## config.mk

```make
export PLATFORM = sky130hd
export DESIGN_NAME = ovs_uart_rx
export DESIGN_NICKNAME = d
export VERILOG_FILES = /design/src/rtl/ovs_rx_pkg.sv /design/src/rtl/ovs_rx_ctrl.sv /design/src/rtl/ovs_rx_dpath.sv /design/src/rtl/ovs_uart_rx.sv
export SDC_FILE = /design/constraint.sdc
export NUM_CORES = 1
export LEC_CHECK = 0
export BUFFER_PORTS_ARGS = -buffer_cell sky130_fd_sc_hd__buf_2
export CORE_AREA = 2 2 63 65
export CTS_CLUSTER_SIZE = 28
export DETAILED_ROUTE_END_ITERATION = 10
export DIE_AREA = 0 0 65 67
export PLACE_DENSITY = 0.76
export SYNTH_ARGS = -nofsm -noshare
export SYNTH_HDL_FRONTEND = slang
export SYNTH_HIERARCHICAL = 1
export SYNTH_SLANG_ARGS = --single-unit
```

## constraint.sdc

```tcl
create_clock -name clk -period 2.7 [get_ports clk]
set_input_delay 0.405 -clock clk [delete_from_list [all_inputs] [get_ports clk]]
set_output_delay 0.405 -clock clk [all_outputs]
set_load 0.005 [all_outputs]
```

## src/rtl/ovs_rx_pkg.sv

```systemverilog
package ovs_rx_pkg;

  // Oversampling ratio and slot positions (slot index = RT number - 1)
  localparam int unsigned OVS = 16;
  localparam int unsigned SLOT_W = $clog2(OVS);
  localparam logic [SLOT_W-1:0] SLOT_V1   = SLOT_W'(2);
  localparam logic [SLOT_W-1:0] SLOT_V2   = SLOT_W'(4);
  localparam logic [SLOT_W-1:0] SLOT_V3   = SLOT_W'(6);
  localparam logic [SLOT_W-1:0] SLOT_M1   = SLOT_W'(7);
  localparam logic [SLOT_W-1:0] SLOT_M2   = SLOT_W'(8);
  localparam logic [SLOT_W-1:0] SLOT_M3   = SLOT_W'(9);
  localparam logic [SLOT_W-1:0] SLOT_LATE = SLOT_W'(10);
  localparam logic [SLOT_W-1:0] SLOT_LAST = SLOT_W'(OVS - 1);

  typedef enum logic [1:0] {
    RX_IDLE,
    RX_START,
    RX_DATA,
    RX_STOP
  } rxState_e;

  typedef struct packed {
    logic frameBegin;
    logic voteA;
    logic voteB;
    logic voteC;
    logic midA;
    logic midB;
    logic decide;
    logic startBit;
    logic stopBit;
  } rxStrobe_t;

endpackage

```

## src/rtl/ovs_rx_ctrl.sv

```systemverilog
module ovs_rx_ctrl
  import ovs_rx_pkg::*;
#(
  parameter int DATA_W = 8
) (
  input  logic      clk,
  input  logic      rst,
  input  logic      tick,
  input  logic      edgeSeen,
  input  logic      startOk,
  output rxStrobe_t stb
);

  localparam int IDX_W = (DATA_W > 1) ? $clog2(DATA_W) : 1;
  localparam logic [IDX_W-1:0] LAST_IDX = IDX_W'(DATA_W - 1);

  rxState_e          st, stNx;
  logic [SLOT_W-1:0] slot, slotNx;
  logic [IDX_W-1:0]  idx, idxNx;
  logic              adv;

  always_comb begin
    stNx   = st;
    idxNx  = idx;
    slotNx = slot;
    stb    = '0;
    adv    = 1'b0;
    if (tick) begin
      if (st == RX_IDLE) begin
        if (edgeSeen) begin
          stNx           = RX_START;
          slotNx         = '0;
          stb.frameBegin = 1'b1;
        end
      end else begin
        // an edge late in a bit opens the next bit; early, it re-aligns the current one
        adv    = edgeSeen ? (slot >= SLOT_LATE) : (slot == SLOT_LAST);
        slotNx = edgeSeen ? '0 : slot + 1'b1;
        if (adv) begin
          unique case (st)
            RX_START: begin
              stNx  = RX_DATA;
              idxNx = '0;
            end
            RX_DATA: begin
              if (idx == LAST_IDX) stNx = RX_STOP;
              else idxNx = idx + 1'b1;
            end
            default: stNx = RX_IDLE;
          endcase
        end
        if (stNx != RX_IDLE) begin
          stb.startBit = (stNx == RX_START);
          stb.stopBit  = (stNx == RX_STOP);
          if (stNx == RX_START) begin
            stb.voteA = (slotNx == SLOT_V1);
            stb.voteB = (slotNx == SLOT_V2);
            stb.voteC = (slotNx == SLOT_V3);
            if (stb.voteC && !startOk) stNx = RX_IDLE;
          end
          stb.midA   = (slotNx == SLOT_M1);
          stb.midB   = (slotNx == SLOT_M2);
          stb.decide = (slotNx == SLOT_M3) && (stNx != RX_IDLE);
          if (stb.decide && stb.stopBit) stNx = RX_IDLE;
        end
      end
    end
  end

  always_ff @(posedge clk) begin
    if (rst) begin
      st   <= RX_IDLE;
      slot <= '0;
      idx  <= '0;
    end else begin
      st   <= stNx;
      slot <= slotNx;
      idx  <= idxNx;
    end
  end

endmodule

```

## src/rtl/ovs_rx_dpath.sv

```systemverilog
module ovs_rx_dpath
  import ovs_rx_pkg::*;
#(
  parameter int DATA_W = 8,
  parameter int SYNC_N = 2
) (
  input  logic              clk,
  input  logic              rst,
  input  logic              tick,
  input  logic              rxd,
  input  logic              feClr,
  input  rxStrobe_t         stb,
  output logic              edgeSeen,
  output logic              startOk,
  output logic [DATA_W-1:0] rxData,
  output logic              rxValid,
  output logic              noiseFlag,
  output logic              breakFlag,
  output logic              frameErr
);

  logic sample;

  generate
    if (SYNC_N <= 1) begin : g_sync1
      logic syncQ;
      always_ff @(posedge clk) begin
        if (rst) syncQ <= 1'b1;
        else     syncQ <= rxd;
      end
      assign sample = syncQ;
    end else begin : g_syncN
      logic [SYNC_N-1:0] syncQ;
      always_ff @(posedge clk) begin
        if (rst) syncQ <= '1;
        else     syncQ <= {syncQ[SYNC_N-2:0], rxd};
      end
      assign sample = syncQ[SYNC_N-1];
    end
  endgenerate

  logic [2:0]        hist;
  logic              vA, vB, vC, mA, mB;
  logic              noiseAcc;
  logic [DATA_W-1:0] shiftQ;
  logic              bitVal, disagree, finish, isFe, isBrk, deliver;

  assign edgeSeen = tick && !sample && (&hist);
  assign startOk  = (!vA && !vB) || (!vA && !sample) || (!vB && !sample);

  always_comb begin
    if (stb.startBit) begin
      bitVal   = 1'b0;
      disagree = vA | vB | vC | mA | mB | sample;
    end else begin
      bitVal   = (mA & mB) | (mA & sample) | (mB & sample);
      disagree = (mA != bitVal) | (mB != bitVal) | (sample != bitVal);
    end
  end

  assign finish  = stb.decide && stb.stopBit;
  assign isFe    = finish && !bitVal;
  assign isBrk   = isFe && (shiftQ == '0);
  assign deliver = finish && !frameErr;

  always_ff @(posedge clk) begin
    if (rst) begin
      hist <= '0;
    end else if (tick) begin
      if (isFe && !isBrk) hist <= 3'b111;
      else                hist <= {hist[1:0], sample};
    end
  end

  always_ff @(posedge clk) begin
    if (rst) begin
      vA       <= 1'b1;
      vB       <= 1'b1;
      vC       <= 1'b1;
      mA       <= 1'b1;
      mB       <= 1'b1;
      noiseAcc <= 1'b0;
      shiftQ   <= '0;
    end else begin
      if (stb.voteA) vA <= sample;
      if (stb.voteB) vB <= sample;
      if (stb.voteC) vC <= sample;
      if (stb.midA)  mA <= sample;
      if (stb.midB)  mB <= sample;
      if (stb.frameBegin)  noiseAcc <= 1'b0;
      else if (stb.decide) noiseAcc <= noiseAcc | disagree;
      if (stb.decide && !stb.startBit && !stb.stopBit)
        shiftQ <= {bitVal, shiftQ[DATA_W-1:1]};
    end
  end

  always_ff @(posedge clk) begin
    if (rst) begin
      rxData    <= '0;
      rxValid   <= 1'b0;
      noiseFlag <= 1'b0;
      breakFlag <= 1'b0;
      frameErr  <= 1'b0;
    end else begin
      rxValid   <= deliver;
      noiseFlag <= deliver && (noiseAcc | disagree);
      breakFlag <= deliver && isBrk;
      if (deliver) rxData <= shiftQ;
      if (isFe)       frameErr <= 1'b1;
      else if (feClr) frameErr <= 1'b0;
    end
  end

endmodule

```

## src/rtl/ovs_uart_rx.sv

```systemverilog
module ovs_uart_rx
  import ovs_rx_pkg::*;
#(
  parameter int DATA_W = 8,
  parameter int SYNC_N = 2
) (
  input  logic              clk,
  input  logic              rst,
  input  logic              tick16,
  input  logic              rxd,
  input  logic              feClr,
  output logic [DATA_W-1:0] rxData,
  output logic              rxValid,
  output logic              noiseFlag,
  output logic              breakFlag,
  output logic              frameErr
);

  rxStrobe_t stb;
  logic      edgeSeen;
  logic      startOk;

  ovs_rx_ctrl #(.DATA_W(DATA_W)) u_ctrl (
    .clk      (clk),
    .rst      (rst),
    .tick     (tick16),
    .edgeSeen (edgeSeen),
    .startOk  (startOk),
    .stb      (stb)
  );

  ovs_rx_dpath #(.DATA_W(DATA_W), .SYNC_N(SYNC_N)) u_dpath (
    .clk       (clk),
    .rst       (rst),
    .tick      (tick16),
    .rxd       (rxd),
    .feClr     (feClr),
    .stb       (stb),
    .edgeSeen  (edgeSeen),
    .startOk   (startOk),
    .rxData    (rxData),
    .rxValid   (rxValid),
    .noiseFlag (noiseFlag),
    .breakFlag (breakFlag),
    .frameErr  (frameErr)
  );

endmodule

```

== After elaboration in Yosys (flattened, before gate mapping) ==
Index checks and enable logic that the tools add are counted.
Cells by class
  add/subtract/negate cells: 2
  $lt $le $gt $ge: 1
  equal/unequal tests: 17
  multiplexer cells: 31
  bitwise gates (word level): 14
  reductions and logical operators: 38
Operators by type and width (count)
  $mux 2: 13
  $logic_and 1x1->1: 17
  $mux 8: 2
  $eq 4x3->1 const B: 3
  $eq 4x4->1 const B: 3
  $mux 4: 3
  $or 1x1->1: 10
  $logic_not 1->1: 9
  $mux 3: 3
  $mux 9: 1
  $logic_not 8->1: 1
  $reduce_bool 2->1: 4
  $mux 1: 7
  $pmux 3 s2: 1
  $reduce_and 5->1: 1
  $add 4x1->4 const B: 1
  $eq 2x1->1 const B: 2
  $eq 2x2->1 const B: 2
  $eq 4x2->1 const B: 1
  $ge 4x4->1 const B: 1
  $pmux 2 s2: 1
  $add 3x1->3 const B: 1
  $and 1x1->1: 3
  $eq 3x3->1 const B: 1
  9 further kinds: 12
Word-level totals
  register bits: 40
  bits of input ports: 5
  logic and storage cells: 120

== Depth between registers and ports, before layout ==
Gate-level depths: netlist (run 1).
  depth after elaboration: 24
  mapped depth: 12
  gate-level depth less buffers: 10

== By module ==
The synthesis (run 1) kept the hierarchy.
Modules (own cells, without submodules)
  ovs_rx_dpath: times used 1, cells an instance 118, area an instance 1224.9 um^2, sequential area each 620.6 um^2
  ovs_rx_ctrl: times used 1, cells an instance 103, area an instance 809.5 um^2, sequential area each 180.2 um^2

== Worst setup path before layout (run 1) ==
No wires, ideal clock.
  kind: input -> register
  start point: in tick16
  end point: reg u_dpath.shiftQ[3]
  library setup time: 128 ps
  data arrival time: 2312 ps
  required time: 2572 ps
  setup slack: 261 ps
  stages on the path: 11
  path through: nand4_1 > nor2_1 > o211ai_2 > and3_4 > a21oi_1 > o22ai_1 > nor3_1 > nor3b_1 > buf_2 > mux2i_1 > nor2_1
RTL lines
  from (decl): RTL line ovs_uart_rx.sv:9  | input logic tick16,
  to (signal assigned): RTL line ovs_rx_dpath.sv:93  | shiftQ <= {bitVal, shiftQ[DATA_W-1:1]};
  to (decl): RTL line ovs_rx_dpath.sv:45  | logic [DATA_W-1:0] shiftQ;

==> out/results.md, run 1 <==
| Group | Item | This run |
| --- | --- | --- |
| run status | Result of the run | completed |
| cts | Insertion delay to the later sink of the worst-skew pair | 290 ps |
| worst setup path | Startpoint types | flip-flop |
| cts | Root cell of the clock tree | clkbuf_8 |
| floorplanning | Total I/O pin count | 17 |
| synthesis | Post-synthesis share of cell area spent on and, or, nand and nor gates | 21.8% |
| worst setup path | Crit-path slowest cell | dfxtp_1 |
| power and ir drop | Total power density per cell area | 438 nW/um2 |
| synthesis | Cell area after synthesis | 2030 um2 |
| synthesis | Synth Area in Adders | 4.24% |
| synthesis | Fraction of synthesis flops using an asynchronous set or reset pin | 0% |
| routing | Count of routing violations after the opening detailed-route iteration | 101 |
| routing | Average routed wire per standard cell | 14.2 um |
| power and ir drop | Worst supply voltage drop on vdd | 0.339 mV |
| sta | Worst slew margin relative to its limit | 53.9% |
| cts | Deepest level of the CTS H-tree | 2 |
| sta | Final Hold Slack | 295 ps |
| routing | DRC viols | 0 |
| sta | Tcrit/Tclk final | 93.0% |
| floorplanning | Height of the die | 67 um |
| sta | Max Fclk | 398 MHz |
| synthesis | Yosys warning count | 6 |
| worst setup path | Critical path arrival | 2660 ps |
| final layout | Inserted Diodes | 0 |
| power and ir drop | Static Leak | 0.938 nW |
| sta | Pin slew with the least headroom to its limit | 692 ps |
| synthesis | Mapped Avg Cell Area | 9.21 um2 |
| job | # Max-Cap Violations | 0 |
| synthesis | Mux share of post-synthesis cell area | 7.87% |
| final layout | Final nets | 256 |
| synthesis | Number of flops mapped to enable cells by yosys | 0 |
| grt | Remaining global-route overflow | 0 |
| power and ir drop | Total power draw | 1.01 mW |
| grt | Wire length of the first global-routing pass | 6930 um |
| synthesis | Post-synthesis sequential area ratio | 39.4% |
| worst setup path | Critical path cell sequence | inv_1 -> ha_1 -> o211ai_2 -> a21oi_2 -> buf_4 -> a21o_1 -> a2bb2oi_1 -> nor2_1 -> nor3b_2 -> buf_4 -> mux2i_1 -> nor2_1 |
| cts | Maximum count of clock buffers along a single path | 2 |
| floorplanning | Initial core utilization | 56.4% |
| grt | Vias in the first global route | 1523 |
| grt | Largest net degree at the start of global routing | 40 |
| synthesis | Count of distinct cell types in the synthesized netlist | 58 |
| placed design | Detail Placement HPWL | 2920 um |
| routing | 1st-pass router iterations | 4 |
| floorplanning | Placeable Area | 3610 um2 |
| placed design | # port buffers | 16 |
| final layout | Post-synthesis to final-layout area growth | 12.7% |
| sta | Worst setup skew after layout | 7.74 ps |
| routing | DR vias/cell | 5.82 |
| routing | Via count | 1704 |
| worst setup path | Capturing element type of the critical path | flip-flop |
| floorplanning | Die boundary width | 65 um |
| grt | Antenna violations before repair | 0 |
| sta | Final setup fails | 0 |
| worst setup path | Critical path start-end classification | flip-flop to flip-flop |
| synthesis | Flop and latch count out of synthesis | 40 |
| synthesis | Xor/xnor cell area share of the yosys netlist | 0% |
| synthesis | Post-synth top area share | 39.4% |
| final layout | Share of cells above drive strength 1 | 24.9% |
| synthesis | Most common flop cell mapped by yosys | dfxtp_1 |
| sta | Count of final hold-check violations | 0 |
| synthesis | Post-Synthesis Cells | 221 |
| synthesis | Cell taking the most area after synthesis | dfxtp_1 |
| sta | Period minus WS final | 2510 ps |
| floorplanning | Floorplan die area | 4360 um2 |
| synthesis | Net count after synthesis | 232 |
| cts | Clock transition at the register clock pins on the worst setup and hold paths after CTS | 80 ps |
| worst setup path | Worst-path fanout max | 8 |
| routing | Antenna-violating nets left | 0 |
| worst setup path | Stage delay of the slowest cell on the critical path | 390 ps |
| worst setup path | Data required time at the worst endpoint | 2850 ps |
| min path | Class of the tightest hold or removal check | input port to flip-flop |
| routing | Final WL | 4150 um |
| synthesis | Largest family of logic cells by synthesized area | simple AND/OR/NAND/NOR gates |
| placed design | Routability Congestion | 0.941 |
| grt | Global-route usage over all layers | 20.7% |
| sta | Slew Limit Fails | 0 |
| floorplanning | Cell row count | 22 |
| cts | Sinks on the clock net | 40 |
| sta | Setup repair after global routing missed its margin | yes |
| synthesis | Synth Area in Compound Gates | 20.5% |
| cts | Number of CTS-inserted buffers | 5 |
| cts | Clock tree from TritonCTS | built |
| synthesis | Biggest area contributors in the synthesized netlist | dfxtp_1 (39%), mux2i_1 (7.9%), nor2_1 (5.4%) |
[worst max-delay path, delay by kind of cell (launching register included)]
kind            cells  cell delay, ps
compound gates      4             720
buf+inv             3             450
flops               1             390
simple gates        3             380
fa+ha+maj           1             220
mux                 1             220
[cell type report]
class,instances,area [um2]
fill,309,1310
multi-input combinational,157,1120
sequential,40,801
timing repair buffer,30,185
clock buffer,5,68.8
tap,48,60.1
inverter,11,41.3
clock inverter,2,12.5
[power breakdown]
group          internal (mW)  switching, mW  total (mW)
registers              0.594        0.00353       0.598
logic                 0.0114         0.0192      0.0305
clock network          0.175          0.203       0.377
total                  0.780          0.225        1.01
[placed cells by master (no fill, tap or decap), drive strengths merged, types with 2 or more instances in the layout]
master   count
a211o        5
a21o         5
a21oi       12
a22oi        2
a2bb2oi      2
and3         3
buf         30
clkbuf       5
dfxtp       40
ha           6
inv         11
mux2i       16
nand2       10
nand2b       2
nand3        2
nand3b       2
nand4        2
nor2        30
nor2b        7
nor3         7
nor3b        2
nor4         5
o211ai       3
o21ai        3
o21bai       3
o31ai        3
o41ai        2
or2          2
or3          4
or4          2
[kinds of logic after synthesis]
logic type,count (synthesis)
and+or+nand+nor,83
AOI/OAI and AO/OA,51
DFF,40
buffers and inverters,24
muxes,16
adders and majority gates,7
[synthesized netlist by cell type, types with 2 or more instances]
master	instances
nand2_1	10
buf_2	6
dfxtp_1	40
buf_6	2
mux2i_1	16
a211o_2	5
or3_1	3
nor4_1	5
nor3b_1	2
nand2b_1	2
nand3b_1	2
ha_1	6
nor3_1	7
a21o_1	3
nand3_1	2
nor2b_1	7
a2bb2oi_1	2
inv_1	11
o31ai_1	3
nand4_1	2
nor2_1	29
clkbuf_1	2
o21ai_0	3
o21bai_1	3
a21oi_1	11
or2_2	2
or4_1	2
a21o_2	2
a22oi_1	2
[final timing paths]
check             slack [ps]                  endpoint                     start  cells after the start
setup / recovery         190         u_dpath/shiftQ[0]            u_ctrl/slot[0]                     12
hold / removal           290  u_dpath/g_syncN.syncQ[0]                       rxd                      2
setup reg to reg         190         u_dpath/shiftQ[0]            u_ctrl/slot[0]                     12
hold reg to reg          420  u_dpath/g_syncN.syncQ[1]  u_dpath/g_syncN.syncQ[0]                      1
[metrics by stage]
| step | setup TNS (ps) | cell area, um2 | util [%] | std cells | worst slack (ps) |
|---|---|---|---|---|---|
| floorplan | 0 | 2030 | - | 221 | 261 |
| global placement | 0 | 2190 | 60.9 | 286 | 14.9 |
| detailed placement | -967 | 2190 | 60.9 | 286 | -106 |
| CTS | 0 | 2280 | 63.1 | 293 | 23.2 |
| global route | -20.9 | 2290 | 63.6 | 293 | -19.6 |
| finish | 0 | 2290 | 63.6 | 293 | 189 |
[flip-flops by register name, summed over array words and instances (netlist names)]
register,cells
u_dpath/rxData,8
u_dpath/shiftQ,8
u_ctrl/slot,4
u_ctrl/idx,3
u_dpath/hist,3
u_ctrl/st,2
u_dpath/g_syncN.syncQ,2
u_dpath/breakFlag,1
u_dpath/frameErr,1
u_dpath/mA,1
u_dpath/mB,1
u_dpath/noiseAcc,1
u_dpath/noiseFlag,1
u_dpath/rxValid,1
u_dpath/vA,1
u_dpath/vB,1
u_dpath/vC,1
[layer usage]
metal	GRT usage (%)	part of all wire, %	vias up
met5	0	0	-
met4	9.84	2.1	0
met3	4.05	3.9	10
met2	31.8	44	51
met1	27.7	50	792
li1	-	-	851
[repair_timing]
| item | 4_1_cts | 5_1_grt |
|---|---|---|
| hold buffers | 0 | 0 |
| buffers inserted | 0 | 0 |
| endpoints found under the setup margin | 0 | 22 |
| gates resized for setup | 0 | 4 |
(Power assumes the default switching activity.)
==> run 2, diff against run 1 <==
--- a/config.mk
+++ b/config.mk
@@ -10,6 +10,7 @@
 export CTS_CLUSTER_SIZE = 28
 export DETAILED_ROUTE_END_ITERATION = 10
 export DIE_AREA = 0 0 65 67
+export MAX_ROUTING_LAYER = met4
 export PLACE_DENSITY = 0.76
 export SYNTH_ARGS = -nofsm -noshare
 export SYNTH_HDL_FRONTEND = slang
==> run 2 against run 1 <==
Register-to-register slack is essentially flat; critical path type unchanged; clock skew is essentially flat; largest power group unchanged; core utilization stayed put.
==> out/results.md, run 2 (synthesized netlist as in run 1, its figures left out) <==
| Group | Item | This run | vs previous |
| --- | --- | --- | --- |
| run status | Result of the run | completed | unchanged |
| worst setup path | Crit-path slowest cell | dfxtp_1 | unchanged |
| grt | Antenna violations before repair | 0 | unchanged |
| sta | Final Hold Slack | 295 ps | about the same |
| floorplanning | Placeable Area | 3610 um2 | unchanged |
| sta | Setup repair after global routing missed its margin | yes | unchanged |
| min path | Capture endpoint of the worst hold path | u_dpath/g_syncN.syncQ[0] | unchanged |
| routing | DR vias/cell | 5.82 | unchanged |
| grt | Largest net degree at the start of global routing | 40 | unchanged |
| worst setup path | Startpoint types | flip-flop | unchanged |
| worst setup path | Reg-to-reg critical path startpoint | u_ctrl/slot[0] | unchanged |
| sta | Pin slew with the least headroom to its limit | 698 ps | was 692 ps |
| worst setup path | Stage delay of the slowest cell on the critical path | 390 ps | about the same |
| sta | Max Fclk | 398 MHz | about the same |
| placed design | Routability Congestion | 0.958 | was 0.941 |
| routing | DRC viols | 0 | unchanged |
| cts | # Post-CTS Setup Buffers | 0 | unchanged |
| power and ir drop | Static Leak | 0.938 nW | unchanged |
| sta | Total Neg Setup Slack | 0 ps | unchanged |
| worst setup path | Worst-path fanout max | 8 | unchanged |
| min path | Class of the tightest hold or removal check | input port to flip-flop | unchanged |
| cts | Maximum count of clock buffers along a single path | 2 | unchanged |
| final layout | Share of cells above drive strength 1 | 24.9% | unchanged |
| final layout | Post-synthesis to final-layout area growth | 12.7% | unchanged |
| routing | Count of routing violations after the opening detailed-route iteration | 102 | was 101 |
| sta | Worst path setup slack after routing | 189 ps | about the same |
| sta | Final setup fails | 0 | unchanged |
| routing | Antenna-violating nets left | 0 | unchanged |
| placed design | # port buffers | 16 | unchanged |
| cts | Hold buffer count at CTS | 0 | unchanged |
| worst setup path | Number of cells on the worst reg-to-reg path | 12 | unchanged |
| job | # Max-Cap Violations | 0 | unchanged |
| cts | Insertion delay to the later sink of the worst-skew pair | 290 ps | about the same |
| floorplanning | Total I/O pin count | 17 | unchanged |
| cts | Root cell of the clock tree | clkbuf_8 | unchanged |
| floorplanning | Die boundary width | 65 um | unchanged |
| grt | Remaining global-route overflow | 0 | unchanged |
| routing | Final WL | 4150 um | about the same |
| sta | Count of final hold-check violations | 0 | unchanged |
| worst setup path | Data required time at the worst endpoint | 2850 ps | about the same |
| final layout | Utilization after layout | 63.6% | unchanged |
| worst setup path | Critical path start-end classification | flip-flop to flip-flop | unchanged |
| sta | Worst slew margin relative to its limit | 53.5% | was 53.9% |
| grt | Wire length of the first global-routing pass | 6920 um | was 6930 um |
| final layout | Post-route cell area | 2290 um2 | unchanged |
| cts | Number of CTS-inserted buffers | 5 | unchanged |
| final layout | Number of inserted filler cells in the final layout | 309 | unchanged |
| final layout | Inserted Diodes | 0 | unchanged |
| power and ir drop | Total power density per cell area | 438 nW/um2 | about the same |
| sta | Worst setup skew after layout | 7.79 ps | was 7.74 ps |
| worst setup path | Capturing element type of the critical path | flip-flop | unchanged |
| placed design | Count of placed standard cells including taps | 286 | unchanged |
| placed design | Worst slack at placement | -106 ps | unchanged |
| power and ir drop | Worst supply voltage drop on vdd | 0.339 mV | about the same |
| cts | Sinks on the clock net | 40 | unchanged |
| grt | Vias in the first global route | 1524 | was 1523 |
| final layout | Final cell count without fillers | 293 | unchanged |
| worst setup path | Critical path arrival | 2660 ps | about the same |
| min path | Worst Hold Launch | rxd | unchanged |
| placed design | Post-Place Cell Area | 2190 um2 | unchanged |
| final layout | Final nets | 256 | unchanged |
| final layout | Leading cell type in the layout, fill and taps excluded | dfxtp_1 | unchanged |
| floorplanning | Floorplan die area | 4360 um2 | unchanged |
| routing | Average routed wire per standard cell | 14.1 um | was 14.2 um |
| floorplanning | Initial core utilization | 56.4% | unchanged |
| cts | Deepest level of the CTS H-tree | 2 | unchanged |
| sta | Tcrit/Tclk final | 93.0% | about the same |
| floorplanning | Cell row count | 22 | unchanged |
| worst setup path | RR Endpoint | u_dpath/shiftQ[0] | unchanged |
| floorplanning | Height of the die | 67 um | unchanged |
| sta | Period minus WS final | 2510 ps | about the same |
| cts | Clock transition at the register clock pins on the worst setup and hold paths after CTS | 80 ps | about the same |
| final layout | Biggest regs | u_dpath/rxData x8, u_dpath/shiftQ x8, u_ctrl/slot x4 | unchanged |
| worst setup path | Critical path cell sequence | inv_1 -> ha_1 -> o211ai_2 -> a21oi_2 -> buf_4 -> a21o_1 -> a2bb2oi_1 -> nor2_1 -> nor3b_2 -> buf_4 -> mux2i_1 -> nor2_1 | unchanged |
| final layout | Commonest non-fill, non-tap cells in the layout | dfxtp_1 (40), nor2_1 (28), buf_2 (16), mux2i_1 (16), buf_4 (14) | unchanged |
| placed design | Detail Placement HPWL | 2920 um | unchanged |
| power and ir drop | Total power draw | 1.01 mW | about the same |
| worst setup path | Slack of the worst reg-to-reg path | 190 ps | about the same |
| cts | Clock tree from TritonCTS | built | unchanged |
| routing | 1st-pass router iterations | 4 | unchanged |
| sta | Slew Limit Fails | 0 | unchanged |
| routing | Via count | 1704 | unchanged |
| min path | Worst hold stages | 2 | unchanged |
| grt | Global-route usage over all layers | 21.2% | was 20.7% |
[run 2: timing repair]
action | CTS | global route
resized for setup | 0 | 4
endpoints found under the setup margin | 0 | 22
hold endpoints to repair | 0 | 0
[run 2: worst max-delay path: cells and delay by family (launching register included)]
| family | cells | cell delay, ps |
|---|---|---|
| AND/OR/NAND/NOR | 3 | 380 |
| multiplexers | 1 | 220 |
| flip-flops | 1 | 390 |
| AO/OA/AOI/OAI | 4 | 720 |
| adder cells (fa/ha/maj) | 1 | 220 |
| buffers and inverters | 3 | 450 |
[run 2: layout make-up]
type	instances	area (um2)	area share, %
clock buffers	5	68.8	3.00
well taps	48	60.1	2.62
repair buffers	30	185	8.07
flip-flops and latches	40	801	34.9
inverters	11	41.3	1.80
multi-input cells	157	1120	49.0
clock inverters	2	12.5	0.546
[run 2: report_power, final]
part / switching (mW) / internal (mW)
registers: 0.00353 / 0.594
logic: 0.0192 / 0.0114
clock network: 0.202 / 0.175
[run 2: metal layers]
layer | up-vias | routed length [um] | track usage, %
met3 | 10 | 186 | 4.05
met1 | 791 | 2070 | 27.7
met2 | 52 | 1810 | 31.8
met5 | - | 0 | -
met4 | 0 | 86 | 9.84
li1 | 851 | - | -
[run 2: worst max path at each step]
stage / startpoint / endpoint / slack [ps]
2_1_floorplan: tick16 / u_dpath/shiftQ[3] / 260
3_3_place_gp: tick16 / u_dpath/shiftQ[2] / 10
3_5_place_dp: tick16 / u_dpath/shiftQ[0] / -110
4_1_cts: u_dpath/hist[1] / u_dpath/shiftQ[0] / 20
5_1_grt: u_dpath/hist[1] / u_dpath/shiftQ[1] / -20
6_report: u_ctrl/slot[0] / u_dpath/shiftQ[0] / 190
